File: src/rtl/spiq_pkg.sv
package spiq_pkg;
    localparam int DATA_W = 16;
    localparam int CSEL_W = 6;

    typedef struct packed {
        logic              keep_cs;
        logic [2:0]        set_sel;
        logic              stop_after;
        logic              cnt_zero;
        logic [3:0]        spare;
        logic [CSEL_W-1:0] cs_mask;
    } cmd_t;

    typedef struct packed {
        cmd_t              cmd;
        logic [DATA_W-1:0] data;
    } entry_t;

    typedef struct packed {
        logic       spare;
        logic       lsb_first;
        logic       phase;
        logic       polarity;
        logic [3:0] size_m1;
    } attr_t;

    typedef enum logic [1:0] {
        ST_IDLE  = 2'd0,
        ST_SHIFT = 2'd1,
        ST_TRAIL = 2'd2
    } eng_state_t;
endpackage

File: src/rtl/spiq_fifo.sv
module spiq_fifo #(
    parameter int WIDTH = 16,
    parameter int DEPTH = 4
) (
    input  logic             clk,
    input  logic             rst_n,
    input  logic             flush,
    input  logic             push,
    input  logic [WIDTH-1:0] din,
    input  logic             pop,
    output logic [WIDTH-1:0] dout,
    output logic             empty,
    output logic             full,
    output logic [$clog2(DEPTH+1)-1:0] level
);
    localparam int AW = (DEPTH > 1) ? $clog2(DEPTH) : 1;
    localparam int CW = $clog2(DEPTH+1);

    typedef struct packed {
        logic [AW-1:0] wr;
        logic [AW-1:0] rd;
        logic [CW-1:0] cnt;
    } fifo_t;

    fifo_t q, d;
    logic [WIDTH-1:0] mem [DEPTH];
    logic do_push, do_pop;

    assign empty = (q.cnt == '0);
    assign full  = (q.cnt == CW'(DEPTH));
    assign level = q.cnt;
    assign dout  = mem[q.rd];

    always_comb begin
        d       = q;
        do_push = push && !full && !flush;
        do_pop  = pop && !empty && !flush;
        if (do_push) d.wr = (q.wr == AW'(DEPTH-1)) ? '0 : q.wr + AW'(1);
        if (do_pop)  d.rd = (q.rd == AW'(DEPTH-1)) ? '0 : q.rd + AW'(1);
        case ({do_push, do_pop})
            2'b10:   d.cnt = q.cnt + CW'(1);
            2'b01:   d.cnt = q.cnt - CW'(1);
            default: d.cnt = q.cnt;
        endcase
        if (flush) d = '0;
    end

    always_ff @(posedge clk or negedge rst_n) begin
        if (!rst_n) q <= '0;
        else        q <= d;
    end

    always_ff @(posedge clk) begin
        if (do_push) mem[q.wr] <= din;
    end
endmodule

File: src/rtl/spiq_shifter.sv
module spiq_shifter
    import spiq_pkg::*;
#(
    parameter int HALF = 2
) (
    input  logic              clk,
    input  logic              rst_n,
    input  logic              start_ok,
    input  logic [DATA_W-1:0] ld_data,
    input  logic [CSEL_W-1:0] ld_mask,
    input  logic [1:0]        ld_sel,
    input  logic              ld_keep,
    input  logic              ld_stop,
    input  logic              ld_zero,
    input  logic [31:0]       attr_flat,
    input  logic              miso,
    output logic              take,
    output logic              frm_start,
    output logic              frm_zero,
    output logic              frm_done,
    output logic              frm_stop,
    output logic [DATA_W-1:0] frm_rx,
    output logic              sck,
    output logic              mosi,
    output logic [CSEL_W-1:0] cs_n
);
    localparam int HW = (HALF > 1) ? $clog2(HALF) : 1;

    typedef struct packed {
        eng_state_t        st;
        logic [HW-1:0]     hc;
        logic [5:0]        ph;
        logic [3:0]        bidx;
        logic [3:0]        nm1;
        logic              phase;
        logic              lsb;
        logic              stop;
        logic              keep;
        logic [DATA_W-1:0] tx;
        logic [DATA_W-1:0] rx;
        logic              sck;
        logic [CSEL_W-1:0] csn;
    } eng_t;

    eng_t  q, d;
    attr_t a;
    logic  tick, lead_e, samp, shft;
    logic [5:0] np, two_n;
    logic [3:0] pos;
    logic unused_attr;

    assign unused_attr = a.spare;

    always_comb begin
        d         = q;
        take      = 1'b0;
        frm_start = 1'b0;
        frm_done  = 1'b0;
        a         = attr_t'(attr_flat[8*int'(ld_sel) +: 8]);
        tick      = (q.hc == HW'(HALF-1));
        two_n     = {1'b0, q.nm1, 1'b0} + 6'd2;
        np        = q.ph + 6'd1;
        pos       = q.lsb ? q.bidx : (q.nm1 - q.bidx);
        lead_e    = np[0];
        samp      = q.phase ? !lead_e : lead_e;
        shft      = q.phase ? (lead_e && np != 6'd1) : (!lead_e && np != two_n);
        case (q.st)
            ST_IDLE: begin
                if (start_ok) begin
                    take      = 1'b1;
                    frm_start = 1'b1;
                    d.st      = ST_SHIFT;
                    d.hc      = '0;
                    d.ph      = '0;
                    d.bidx    = '0;
                    d.nm1     = (a.size_m1 < 4'd3) ? 4'd3 : a.size_m1;
                    d.phase   = a.phase;
                    d.lsb     = a.lsb_first;
                    d.stop    = ld_stop;
                    d.keep    = ld_keep;
                    d.tx      = ld_data;
                    d.rx      = '0;
                    d.sck     = a.polarity;
                    d.csn     = ~ld_mask;
                end
            end
            ST_SHIFT: begin
                d.hc = tick ? '0 : q.hc + HW'(1);
                if (tick) begin
                    d.sck = ~q.sck;
                    if (samp) d.rx[pos] = miso;
                    if (shft) d.bidx = q.bidx + 4'd1;
                    d.ph = np;
                    if (np == two_n) d.st = ST_TRAIL;
                end
            end
            ST_TRAIL: begin
                d.hc = tick ? '0 : q.hc + HW'(1);
                if (tick) begin
                    frm_done = 1'b1;
                    d.st     = ST_IDLE;
                    if (q.stop || !q.keep) d.csn = '1;
                end
            end
            default: d.st = ST_IDLE;
        endcase
    end

    always_ff @(posedge clk or negedge rst_n) begin
        if (!rst_n) begin
            q     <= '0;
            q.csn <= '1;
        end else begin
            q <= d;
        end
    end

    assign frm_zero = frm_start && ld_zero;
    assign frm_stop = q.stop;
    assign frm_rx   = q.rx;
    assign sck      = q.sck;
    assign cs_n     = q.csn;
    assign mosi     = (q.st != ST_IDLE) && q.tx[pos];
endmodule

File: src/rtl/spiq_master.sv
module spiq_master
    import spiq_pkg::*;
#(
    parameter int QDEPTH   = 4,
    parameter int SCK_HALF = 2
) (
    input  logic                        clk,
    input  logic                        rst_n,
    input  logic                        tx_push,
    input  logic [31:0]                 tx_entry,
    output logic                        tx_full,
    output logic [$clog2(QDEPTH+1)-1:0] tx_level,
    input  logic                        rx_pop,
    output logic [15:0]                 rx_data,
    output logic                        rx_empty,
    output logic [$clog2(QDEPTH+1)-1:0] rx_level,
    input  logic [31:0]                 attr_cfg,
    input  logic [2:0]                  flag_clr,
    output logic                        flag_done,
    output logic                        flag_eoq,
    output logic                        flag_ovf,
    output logic [15:0]                 frame_cnt,
    input  logic                        flush_tx,
    input  logic                        flush_rx,
    output logic                        sck,
    output logic                        mosi,
    input  logic                        miso,
    output logic [5:0]                  cs_n
);
    typedef struct packed {
        logic        done;
        logic        eoq;
        logic        ovf;
        logic [15:0] cnt;
    } ctl_t;

    ctl_t   q, d;
    entry_t head;
    logic [31:0] head_raw;
    logic tx_empty, rx_full;
    logic take, frm_start, frm_zero, frm_done, frm_stop;
    logic [15:0] frm_rx;
    logic unused_cmd;

    assign head       = entry_t'(head_raw);
    assign unused_cmd = ^{head.cmd.set_sel[2], head.cmd.spare};

    spiq_fifo #(.WIDTH(32), .DEPTH(QDEPTH)) u_txq (
        .clk(clk), .rst_n(rst_n), .flush(flush_tx),
        .push(tx_push), .din(tx_entry), .pop(take),
        .dout(head_raw), .empty(tx_empty), .full(tx_full), .level(tx_level)
    );

    spiq_fifo #(.WIDTH(16), .DEPTH(QDEPTH)) u_rxq (
        .clk(clk), .rst_n(rst_n), .flush(flush_rx),
        .push(frm_done), .din(frm_rx), .pop(rx_pop),
        .dout(rx_data), .empty(rx_empty), .full(rx_full), .level(rx_level)
    );

    spiq_shifter #(.HALF(SCK_HALF)) u_eng (
        .clk(clk), .rst_n(rst_n),
        .start_ok(!tx_empty && !q.eoq),
        .ld_data(head.data), .ld_mask(head.cmd.cs_mask),
        .ld_sel(head.cmd.set_sel[1:0]), .ld_keep(head.cmd.keep_cs),
        .ld_stop(head.cmd.stop_after), .ld_zero(head.cmd.cnt_zero),
        .attr_flat(attr_cfg), .miso(miso),
        .take(take), .frm_start(frm_start), .frm_zero(frm_zero),
        .frm_done(frm_done), .frm_stop(frm_stop), .frm_rx(frm_rx),
        .sck(sck), .mosi(mosi), .cs_n(cs_n)
    );

    always_comb begin
        d = q;
        if (flag_clr[2]) d.done = 1'b0;
        if (flag_clr[1]) d.eoq  = 1'b0;
        if (flag_clr[0]) d.ovf  = 1'b0;
        if (frm_start && frm_zero) d.cnt = '0;
        if (frm_done) begin
            d.cnt  = q.cnt + 16'd1;
            d.done = 1'b1;
            if (frm_stop) d.eoq = 1'b1;
            if (rx_full)  d.ovf = 1'b1;
        end
    end

    always_ff @(posedge clk or negedge rst_n) begin
        if (!rst_n) q <= '0;
        else        q <= d;
    end

    assign flag_done = q.done;
    assign flag_eoq  = q.eoq;
    assign flag_ovf  = q.ovf;
    assign frame_cnt = q.cnt;
endmodule

File: config.mk
export PLATFORM = sky130hd
export DESIGN_NAME = spiq_master
export DESIGN_NICKNAME = d
export VERILOG_FILES = /design/src/rtl/spiq_pkg.sv /design/src/rtl/spiq_fifo.sv /design/src/rtl/spiq_shifter.sv /design/src/rtl/spiq_master.sv
export SDC_FILE = /design/constraint.sdc
export NUM_CORES = 1
export LEC_CHECK = 0
export BUFFER_PORTS_ARGS = -buffer_cell sky130_fd_sc_hd__buf_2
export CORE_UTILIZATION = 30
export DETAILED_ROUTE_END_ITERATION = 8
export HOLD_SLACK_MARGIN = 0.02
export PLACE_DENSITY = 0.53
export SYNTH_ARGS = -nofsm -noshare
export SYNTH_HDL_FRONTEND = slang
export SYNTH_SLANG_ARGS = --single-unit
File: constraint.sdc
create_clock -name clk -period 2.2 [get_ports clk]
set_input_delay 0.11 -clock clk [delete_from_list [all_inputs] [get_ports clk]]
set_output_delay 0.11 -clock clk [all_outputs]
set_load 0.01 [all_outputs]
==> results of run 1 <==
==> registers in the layout, summed over array words and instances, names as in the netlist <==
| register | count |
|---|---|
| u_txq.level | 3 |
| u_eng.cs_n | 6 |
| flag_ovf | 1 |
| u_txq.q | 4 |
| u_eng.frm_stop | 1 |
| u_eng.sck | 1 |
| flag_eoq | 1 |
| frame_cnt | 16 |
| u_rxq.level | 3 |
| u_txq.mem | 108 |
| u_eng.tick | 1 |
| u_rxq.q | 4 |
| u_eng.q | 35 |
| u_eng.frm_rx | 16 |
| flag_done | 1 |
| u_rxq.mem | 64 |
==> cells in the final DEF, fill, tap and decap left out, types with 6 or more instances in the layout <==
cell           instances
inv_1                 20
nor2_4                 6
edfxtp_1             172
buf_12                11
nor2_1                47
and3_1                 9
xnor2_1               13
and2_1                11
o21ai_0               46
clkbuf_16             29
dfstp_2                6
dlygate4sd3_1         48
nand2_2                9
buf_2                113
a32o_1                16
mux2i_1                9
ha_1                  17
nand2_1              113
dfrtp_1               85
a21oi_1               18
mux4_2                52
nand3_1               20
nor2_2                 7
nor3_1                 7
clkinv_2               6
clkinv_1               6
buf_4                 65
==> critical path, cell delays in order (launching register included) <==
cell and delay (ns):
dfrtp_1 0.38, inv_2 0.08, ha_4 0.13, inv_2 0.03, fa_1 0.46, mux2i_1 0.06, buf_4 0.16, mux4_2 0.21
nand2_1 0.05, and3_1 0.19, a211oi_2 0.15, buf_4 0.17
==> metal layers <==
metal / vias up / track usage, % / routed length [um]
met2: 127 / 22.4 / 12300
met5: - / 0 / 0
li1: 3436 / - / -
met1: 3556 / 17.3 / 11400
met4: 0 / 3.04 / 467
met3: 36 / 2.10 / 956
==> logic make-up after synthesis <==
logic type               Yosys count
flip-flops                       265
AND/OR/NAND/NOR                  258
AO/OA/AOI/OAI                    107
buffers and inverters             70
multiplexers                      63
adder cells (fa/ha/maj)           24
XOR/XNOR                          21
==> power breakdown <==
part	internal [mW]	switching [mW]
sequential	5.86	0.331
combinational	2.58	3.05
clock	2.73	1.97
total	11.2	5.35
==> final timing paths <==
| kind | from | end | depth (start not counted) |
|---|---|---|---|
| max | u_eng.q[43] | mosi | 11 |
| min | attr_cfg[11] | u_eng.q[46] | 4 |
| max reg2reg | u_eng.q[48] | u_eng.frm_rx[1] | 11 |
| min reg2reg | frame_cnt[15] | frame_cnt[15] | 1 |
| max in group asynchronous | rst_n | u_eng.q[51] | 3 |
| min in group asynchronous | rst_n | frame_cnt[0] | 2 |
==> timing repair <==
action / 4_1_cts / 5_1_grt
hold buffers: 48 / 0
buffers inserted: 7 / 2
resized for setup: 38 / 22
setup endpoints to repair: 19 / 23
pin swaps: 27 / 15
cloned: 1 / 0
endpoints found under the hold margin: 196 / 0
==> per-stage QoR <==
| step | instances | total power [mW] | cell area [um2] | hold WS [ns] |
|---|---|---|---|---|
| global route | 1567 | 17.5 | 14800 | 0.0400 |
| CTS | 1567 | 16.6 | 14700 | 0.0201 |
| global placement | 1459 | 11.3 | 13100 | 0.128 |
| detailed placement | 1459 | 11.4 | 13100 | 0.125 |
| floorplan | 808 | 9.62 | 11500 | -0.186 |
| finish | 1567 | 16.5 | 14800 | 0.0296 |
==> final cells by class <==
type / instances / area share (%)
clock buffer: 35 / 5.18
clock inverter: 18 / 1.06
inverter: 23 / 0.582
multi-input combinational: 473 / 26.0
sequential: 265 / 50.6
tap: 511 / 4.31
timing repair buffer: 242 / 12.2
==> Yosys cell counts, drive strengths merged (2+ instances only) <==
cell type	n	area, um2
edfxtp	172	5160
o21a	3	22.5
nor2b	4	25.0
a32o	16	160
mux4	52	1170
and2	12	75.1
xnor2	13	114
xor2	8	70.1
and3	12	85.1
dfstp	6	158
nand4	3	18.8
clkbuf	21	78.8
nor3	10	55.1
nand2b	3	18.8
nand2	123	462
buf	26	165
o22a	5	45.0
a211oi	3	22.5
nor4	2	18.8
nor3b	2	15.0
nand3b	2	15.0
a22o	2	17.5
nor2	60	230
fa	3	60.1
ha	21	263
inv	23	86.3
a21oi	20	108
or3	2	12.5
dfrtp	87	2180
mux2i	10	100
nand3	21	105
o22ai	2	12.5
o21ai	48	244
==> results.cfg, run 1 <==
[cts]
clock-sinks = 265
cts.htree.levels = 1
path_clk_slew_ns = 0.06
cts_buffer_depth = 3
clock-root-buffer = clkbuf_16
clk_latency_ns = 0.56
cts_tree = yes
cts_inserted_buffers = 29

[floorplan]
ios = 125
dieArea_mm2 = 0.0390
die_w_um = 198
core_area_mm2 = 0.0377
initial_utilization_pct = 30.5
die_height_um = 198
num_rows = 71

[synth]
synth_xor_area_share_pct = 1.60
syn_nets = 906
synth_top_family_by_area = multiplexers
synth-edff-count = 172
async_flop_share_pct = 35.1
yosysWarnings = 0
synthSimpleGateAreaFrac_pct = 10.0
synthAdderAreaFrac_pct = 2.81
synth_mux_area_share_pct = 11.2
synth-compound-area-share_pct = 6.11
ys_seq_elements = 265
syn_area_mm2 = 0.0115
ys.flop_type = edfxtp_1
yosys.cell_types.count = 55
synthCells = 808
syn_area_per_cell_um2 = 14.2
yosysSeqAreaShare_pct = 65.4

[detailed_routing]
vias = 7155
detail_route.vias_per_cell = 4.57
antenna_left = 0
remaining_drc_errors = 0
first_pass_iters = 4
wire_per_inst_um = 16.0
drt_iter0_drc = 405
wirelength_um = 25100

[finish]
nNetsFinal = 1132
multi_input_area_mm2 = 0.00386
regArea_mm2 = 0.00750
drive_gt1_share_pct = 33.2
n_antenna_cell = 0
area_growth_pct = 29.2
final_util_pct = 39.4
nFillCells = 3610

[timing]
slew_viol_final = 0
finalCritPeriodShare_pct = 125
hold_viol = 0
worst_slack_ns = -0.540
fin_worst_skew_ns = 0.0233
setup_viol = 17
slew_headroom_pct = 62.6
max_freq_mhz = 365
tns_ns = -2.92
worst_slew_pin_slew_ns = 0.560
period_needed_ns = 2.74
rsz0062_at_grt = true

[worst_setup_path]
crit_arrival_ns = 2.63
crit_fanout = 5
cp-end-kind = primary output
critical_path_class = reg -> out
start_kind = register
r2r_slack_ns = -0.18
worstPathRequired_ns = 2.09

[global_route]
grt_max_degree = 37
grt_pass1_vias = 7325
globalRoute.totalOverflow = 0
grt_use_total_pct = 13.1
grt_antenna_before_repair = 0
grt_pass1_wl_um = 40000

[power_and_ir_drop]
p_leak_nw = 5.77
p_per_area_mw_per_mm2 = 1110
ir_worst_vdd_v = 0.000715

[place]
post-place-ws_ns = -0.107
place.gp.congestion = 0.789
dp_hpwl_um = 16700
port-buffer-count = 115

[run]
drv_cap = 0

[outcome]
violations = negative setup slack
status = complete, but fails checks

[worst_hold_path]
hold_path.class = in -> reg
Power figures use the tool's default switching activity.
==> run 2: changes to the inputs <==
--- a/config.mk
+++ b/config.mk
@@ -5,11 +5,13 @@
 export SDC_FILE = /design/constraint.sdc
 export NUM_CORES = 1
 export LEC_CHECK = 0
+export ABC_AREA = 1
 export BUFFER_PORTS_ARGS = -buffer_cell sky130_fd_sc_hd__buf_2
 export CORE_UTILIZATION = 30
 export DETAILED_ROUTE_END_ITERATION = 8
 export HOLD_SLACK_MARGIN = 0.02
 export PLACE_DENSITY = 0.53
+export SLEW_MARGIN = 30
 export SYNTH_ARGS = -nofsm -noshare
 export SYNTH_HDL_FRONTEND = slang
 export SYNTH_SLANG_ARGS = --single-unit
==> run 2 against run 1 <==
Effect of this change: the run still ends with negative setup slack left; combinational power grew 20%; clock skew rose by 0.0042 ns; sequential power increased by 7.6%; power up 11%; maximum frequency down 4.3%; register-to-register slack better by 0.20 ns; synthesized cell count increased by 41%; die area increased by 2.4%; critical endpoint unchanged; largest cell class unchanged; largest power group is now combinational cells; highest routed layer unchanged.
==> results.cfg, run 2 <==
[cts]
clock-sinks = 265
cts_inserted_buffers = 29
cts.htree.levels = 1
path_clk_slew_ns = 0.06
cts_buffer_depth = 3
clk_latency_ns = 0.56
cts_tree = yes
clock-root-buffer = clkbuf_16

[power_and_ir_drop]
p_leak_nw = 6.22
ir_worst_vdd_v = 0.000729
power.total_mw = 18.3
p_per_area_mw_per_mm2 = 1220

[synth]
yosysWarnings = 0
ys_seq_elements = 265
syn_area_mm2 = 0.0118
syn_area_per_cell_um2 = 10.3
yosysSeqAreaShare_pct = 63.8
synth_top_area_cell = edfxtp_1
ys.flop_type = edfxtp_1
ys_top_cells_by_area = edfxtp_1, dfrtp_1, nand2_1
yosys.cell_types.count = 45
syn_nets = 1240
synthTopCellsByCount = nand2_1, edfxtp_1, nor2_1, o21ai_0, inv_1
yosysMostFrequentCell = nand2_1
synth-edff-count = 172
async_flop_share_pct = 35.1
synthCells = 1142
synth_top_area_share_pct = 43.9

[finish]
top_regs = u_txq.mem x108, u_rxq.mem x64, u_eng.q x35
layout_common_cells = nand2_1, edfxtp_1, nor2_1
largest-register = u_txq.mem
n_antenna_cell = 0
fin_area_mm2 = 0.0150
nNetsFinal = 1452
largest_reg_flops = 108
drive_gt1_share_pct = 21.2
area_growth_pct = 27.9
layout_commonest_cell = nand2_1
stdcell_count = 1894

[global_route]
grt_max_degree = 44
grt_pass1_wl_um = 44000
grt_use_total_pct = 13.9
globalRoute.totalOverflow = 0
grt_pass1_vias = 8405
grt_antenna_before_repair = 0

[place]
dp_cells = 1788
port-buffer-count = 115
place.gp.congestion = 0.850
post_dp_cell_area_mm2 = 0.0134
dp_hpwl_um = 18500
post-place-ws_ns = -0.311

[detailed_routing]
detail_route.vias_per_cell = 4.53
remaining_drc_errors = 0
wire_per_inst_um = 14.6
antenna_left = 0
first_pass_iters = 5
drt_iter0_drc = 436
vias = 8584
wirelength_um = 27600

[floorplan]
core_area_mm2 = 0.0386
die_w_um = 200
dieArea_mm2 = 0.0400
die_height_um = 200
ios = 125
initial_utilization_pct = 30.4
num_rows = 72

[timing]
max_freq_mhz = 349
fin_worst_skew_ns = 0.0275
slew_viol_final = 0
rsz0062_at_grt = true
period_needed_ns = 2.86
slew_headroom_pct = 53.9
hold_viol = 0
worst_slack_ns = -0.664
setup_viol = 1
worst_slew_pin_slew_ns = 0.684
finalCritPeriodShare_pct = 130

[worst_setup_path]
cp-end-kind = primary output
r2r_slack_ns = 0.02
start_kind = register
critical_path_class = reg -> out
worstPathRequired_ns = 2.09
crit_arrival_ns = 2.75
worstReg2RegEnd = u_eng.frm_rx[3]
timing.rr.start = u_eng.q[43]
worst_r2r_path_depth = 14
crit_fanout = 5

[worst_hold_path]
hold_path.class = in -> reg
hold-path-cell-count = 5
hp-start = attr_cfg[25]
holdPathEnd = u_eng.q[44]

[outcome]
violations = negative setup slack
status = complete, but fails checks

[run]
drv_cap = 0
run 2: changes by cell type after synthesis, sizes merged, moves of 8 or more:
cell and delta:
mux2i -8, nor2 +94, o22ai +48, nand3 +37, mux4 -52, o21ai +95, inv +75, and3 -12
nand2 +95, and2 -10, a31oi +8, a32o -16
run 2: area by class of cell:
| cell class | count | area (um2) |
|---|---|---|
| fill | 3774 | 23600 |
| sequential | 265 | 7500 |
| multi-input combinational | 726 | 3790 |
| timing repair buffer | 230 | 1730 |
| clock buffer | 35 | 768 |
| tap | 518 | 648 |
| inverter | 102 | 390 |
| clock inverter | 18 | 206 |
run 2: kinds of logic (layout without fill, tap and decap cells):
logic type      Yosys count  count (layout)  share of synthesized area (%)
compound gates          238             238                           11.4
flops                   265             265                           63.8
xor+xnor                 10              10                          0.745
buf+inv                 151             385                           5.40
simple gates            452             452                           15.8
fa+ha+maj                24              24                           2.75
mux                       2               2                          0.170
run 2: power breakdown:
| part | switching (mW) | internal (mW) | leakage, nW | total, mW |
|---|---|---|---|---|
| logic | 4.19 | 2.58 | 2.97 | 6.77 |
| registers | 0.511 | 6.15 | 2.78 | 6.66 |
| clock network | 1.96 | 2.95 | 0.472 | 4.92 |
run 2: worst max path at each step:
stage | endpoint | startpoint | slack [ns]
2_1_floorplan | u_txq.mem[0][0] | u_txq.level[2] | -0.16
3_3_place_gp | mosi | u_eng.q[43] | -0.26
3_5_place_dp | mosi | u_eng.q[43] | -0.31
4_1_cts | mosi | u_eng.q[43] | -0.71
5_1_grt | mosi | u_eng.q[43] | -0.81
6_report | mosi | u_eng.q[43] | -0.66
run 2: critical path: stages, from the launching register on:
cell and delay [ns]:
dfrtp_1 0.38, inv_2 0.08, ha_4 0.13, inv_2 0.04
fa_1 0.50, inv_2 0.05, o21ai_4 0.19, inv_2 0.09
nor2_4 0.12, inv_4 0.06, o22ai_2 0.14, o211ai_1 0.11
nand2_1 0.12, nor2_4 0.06, buf_6 0.12
run 2: per-layer routing:
layer / wire, um / GRT usage [%] / vias up
met4: 579 / 3.51 / 0
met3: 1020 / 2.15 / 36
met1: 12400 / 18.0 / 4044
met5: 0 / 0 / -
met2: 13500 / 24.1 / 149
li1: - / - / 4355
run 2: through the flow:
| step | setup TNS (ns) | util (%) | hold slack, ns |
|---|---|---|---|
| finish | -0.664 | 38.9 | 0.0214 |
| global route | -1.76 | 38.9 | 0.0391 |
| CTS | -0.781 | 38.6 | 0.0237 |
| detailed placement | -0.340 | 34.6 | 0.0555 |
| global placement | -0.264 | 34.6 | 0.0537 |
| floorplan | -17.23 | - | -0.186 |
run 2: timing repair:
| item | 4_1_cts | 5_1_grt |
|---|---|---|
| hold buffers | 49 | 0 |
| endpoints found under the setup margin | 13 | 40 |
| endpoints found under the hold margin | 216 | 0 |
| gates resized for setup | 25 | 39 |
| setup buffers | 8 | 6 |
| cloned | 0 | 0 |
| pin swaps | 7 | 8 |
==> run 3: changes to the inputs <==
==> constraint.sdc (replaced) <==
create_clock -name clk -period 2.45 [get_ports clk]
set_input_delay 0.1225 -clock clk [delete_from_list [all_inputs] [get_ports clk]]
set_output_delay 0.1225 -clock clk [all_outputs]
set_load 0.01 [all_outputs]
==> run 3 against run 2 <==
Effect of this change: the run still ends with negative setup slack left; sequential power fell by 9.8%; die area did not move; combinational power fell by 16%; critical endpoint unchanged.
==> results.cfg, run 3 (same netlist as run 2, synthesis figures left out) <==
[timing]
finalCritPeriodShare_pct = 119
hold_viol = 0
slew_viol_final = 0
worst_slack_ns = -0.464
slew_headroom_pct = 54.3
worst_slew_pin_slew_ns = 0.676
fin_worst_skew_ns = 0.00861
setup_viol = 1
max_freq_mhz = 343
tns_ns = -0.464
period_needed_ns = 2.91
rsz0062_at_grt = true

[place]
port-buffer-count = 115
dp_hpwl_um = 18800
post-place-ws_ns = -0.102
place.gp.congestion = 0.801
dp_cells = 1778

[power_and_ir_drop]
p_leak_nw = 6.11
p_per_area_mw_per_mm2 = 1100
ir_worst_vdd_v = 0.000658

[global_route]
grt_pass1_wl_um = 44300
grt_max_degree = 61
grt_antenna_before_repair = 0
top_usage_layer = met2
met3_usage_pct = 2.00
use_met1_pct = 18.2
grt_use_total_pct = 14.1
grt_pass1_vias = 8329
grtUsageMet2_pct = 24.9
globalRoute.totalOverflow = 0

[detailed_routing]
wire_per_inst_um = 14.9
drt_iter0_drc = 464
remaining_drc_errors = 0
detail_route.vias_per_cell = 4.54
vias = 8507
antenna_left = 0
wirelength_um = 27900
first_pass_iters = 4

[cts]
cts.htree.levels = 1
path_clk_slew_ns = 0.06
clock-sinks = 265
cts_buffer_depth = 3
cts_tree = yes
clock-root-buffer = clkbuf_16
clk_latency_ns = 0.56
cts_inserted_buffers = 29

[worst_setup_path]
crit_chain = inv_2, ha_4, inv_2, fa_1, inv_1, o21ai_1, buf_4, inv_4, nor2_4, inv_4, o22ai_2, o211ai_1, nand2_1, nor2_4, buf_6
critical_path_class = reg -> out
timing.rr.start = u_eng.q[43]
slowest_stage = fa_1
timing.critical_path.from = u_eng.q[43]
max_stage_delay_ns = 0.47
worstPathRequired_ns = 2.33
cp-end-kind = primary output
r2r_slack_ns = 0.09
worstReg2RegEnd = u_eng.frm_rx[9]
crit_fanout = 5
start_kind = register
crit_arrival_ns = 2.79
worst_r2r_path_depth = 16

[finish]
layout_commonest_cell = nand2_1
largest_reg_flops = 108
nNetsFinal = 1435
final_util_pct = 38.0
drive_gt1_share_pct = 18.9
layout_common_cells = nand2_1, edfxtp_1, nor2_1
stdcell_count = 1874
top_regs = u_txq.mem x108, u_rxq.mem x64, u_eng.q x35
largest-register = u_txq.mem
area_growth_pct = 25.1
n_antenna_cell = 0

[floorplan]
die_height_um = 200
dieArea_mm2 = 0.0400
initial_utilization_pct = 30.4
die_w_um = 200
ios = 125
num_rows = 72
core_area_mm2 = 0.0386

[outcome]
violations = negative setup slack
status = complete, but fails checks

[worst_hold_path]
hp-start = attr_cfg[12]
hold-path-cell-count = 5
hold_path.class = in -> reg
holdPathEnd = u_eng.sck

[run]
drv_cap = 0
==> run 3: cell count changes in the layout (fill, tap and decap cells not counted), moves of 4 or more <==
cell | previous run | this run
nand3_1 | 52 | 58
dlygate4sd3_1 | 49 | 44
o21ai_0 | 125 | 132
buf_4 | 53 | 48
inv_1 | 83 | 87
nand3_2 | 6 | 0
buf_12 | 12 | 6
o21ai_1 | 15 | 9
nor2_1 | 135 | 141
==> run 3: cell type report <==
class / count / area, um2
Clock buffer: 35 / 778
Timing Repair Buffer: 213 / 1510
Inverter: 102 / 388
Tap cell: 518 / 648
Fill cell: 3868 / 23900
Clock inverter: 15 / 191
Multi-Input combinational cell: 726 / 3690
Sequential cell: 265 / 7500
==> run 3: timing repair <==
item | in CTS | in global routing
setup endpoints to repair | 1 | 9
hold endpoints to repair | 186 | 0
pin swaps | 12 | 6
hold buffers | 44 | 0
resized for setup | 25 | 8
buffers inserted | 2 | 1
==> run 3: through the flow <==
| stage | total power, mW | hold WS (ns) | cell area (um2) |
|---|---|---|---|
| 2_1_floorplan | 9.50 | -0.173 | 11800 |
| 3_3_place_gp | 11.4 | 0.302 | 13200 |
| 3_5_place_dp | 11.5 | 0.294 | 13200 |
| 4_1_cts | 16.3 | 0.0292 | 14700 |
| 5_1_grt | 17.2 | 0.0533 | 14700 |
| 6_report | 16.1 | 0.0249 | 14700 |
==> run 3: routing by layer <==
layer	part of all wire (%)	wire, um	vias up
met1	46	13000	4050
met2	49	13700	106
met4	2.0	550	0
li1	-	-	4316
met5	0	0	-
met3	2.7	740	35
==> run 3: worst max-delay path by stage <==
stage	to	slack, ns
2_1_floorplan	u_txq.mem[0][0]	0.09
6_report	mosi	-0.46
5_1_grt	mosi	-0.60
3_3_place_gp	mosi	-0.06
3_5_place_dp	mosi	-0.10
4_1_cts	mosi	-0.49
==> run 3: power breakdown <==
group	leakage [nW]	internal, mW	switching (mW)
clock	0.477	2.68	1.79
sequential	2.79	5.52	0.493
combinational	2.84	2.08	3.60
==> run 3: worst max-delay path, delay by kind of cell (launching register included) <==
| kind | cells | cell delay [ns] |
|---|---|---|
| adders and majority gates | 2 | 0.59 |
| AOI/OAI and AO/OA | 3 | 0.39 |
| buffers and inverters | 7 | 0.53 |
| DFF | 1 | 0.38 |
| and+or+nand+nor | 3 | 0.32 |
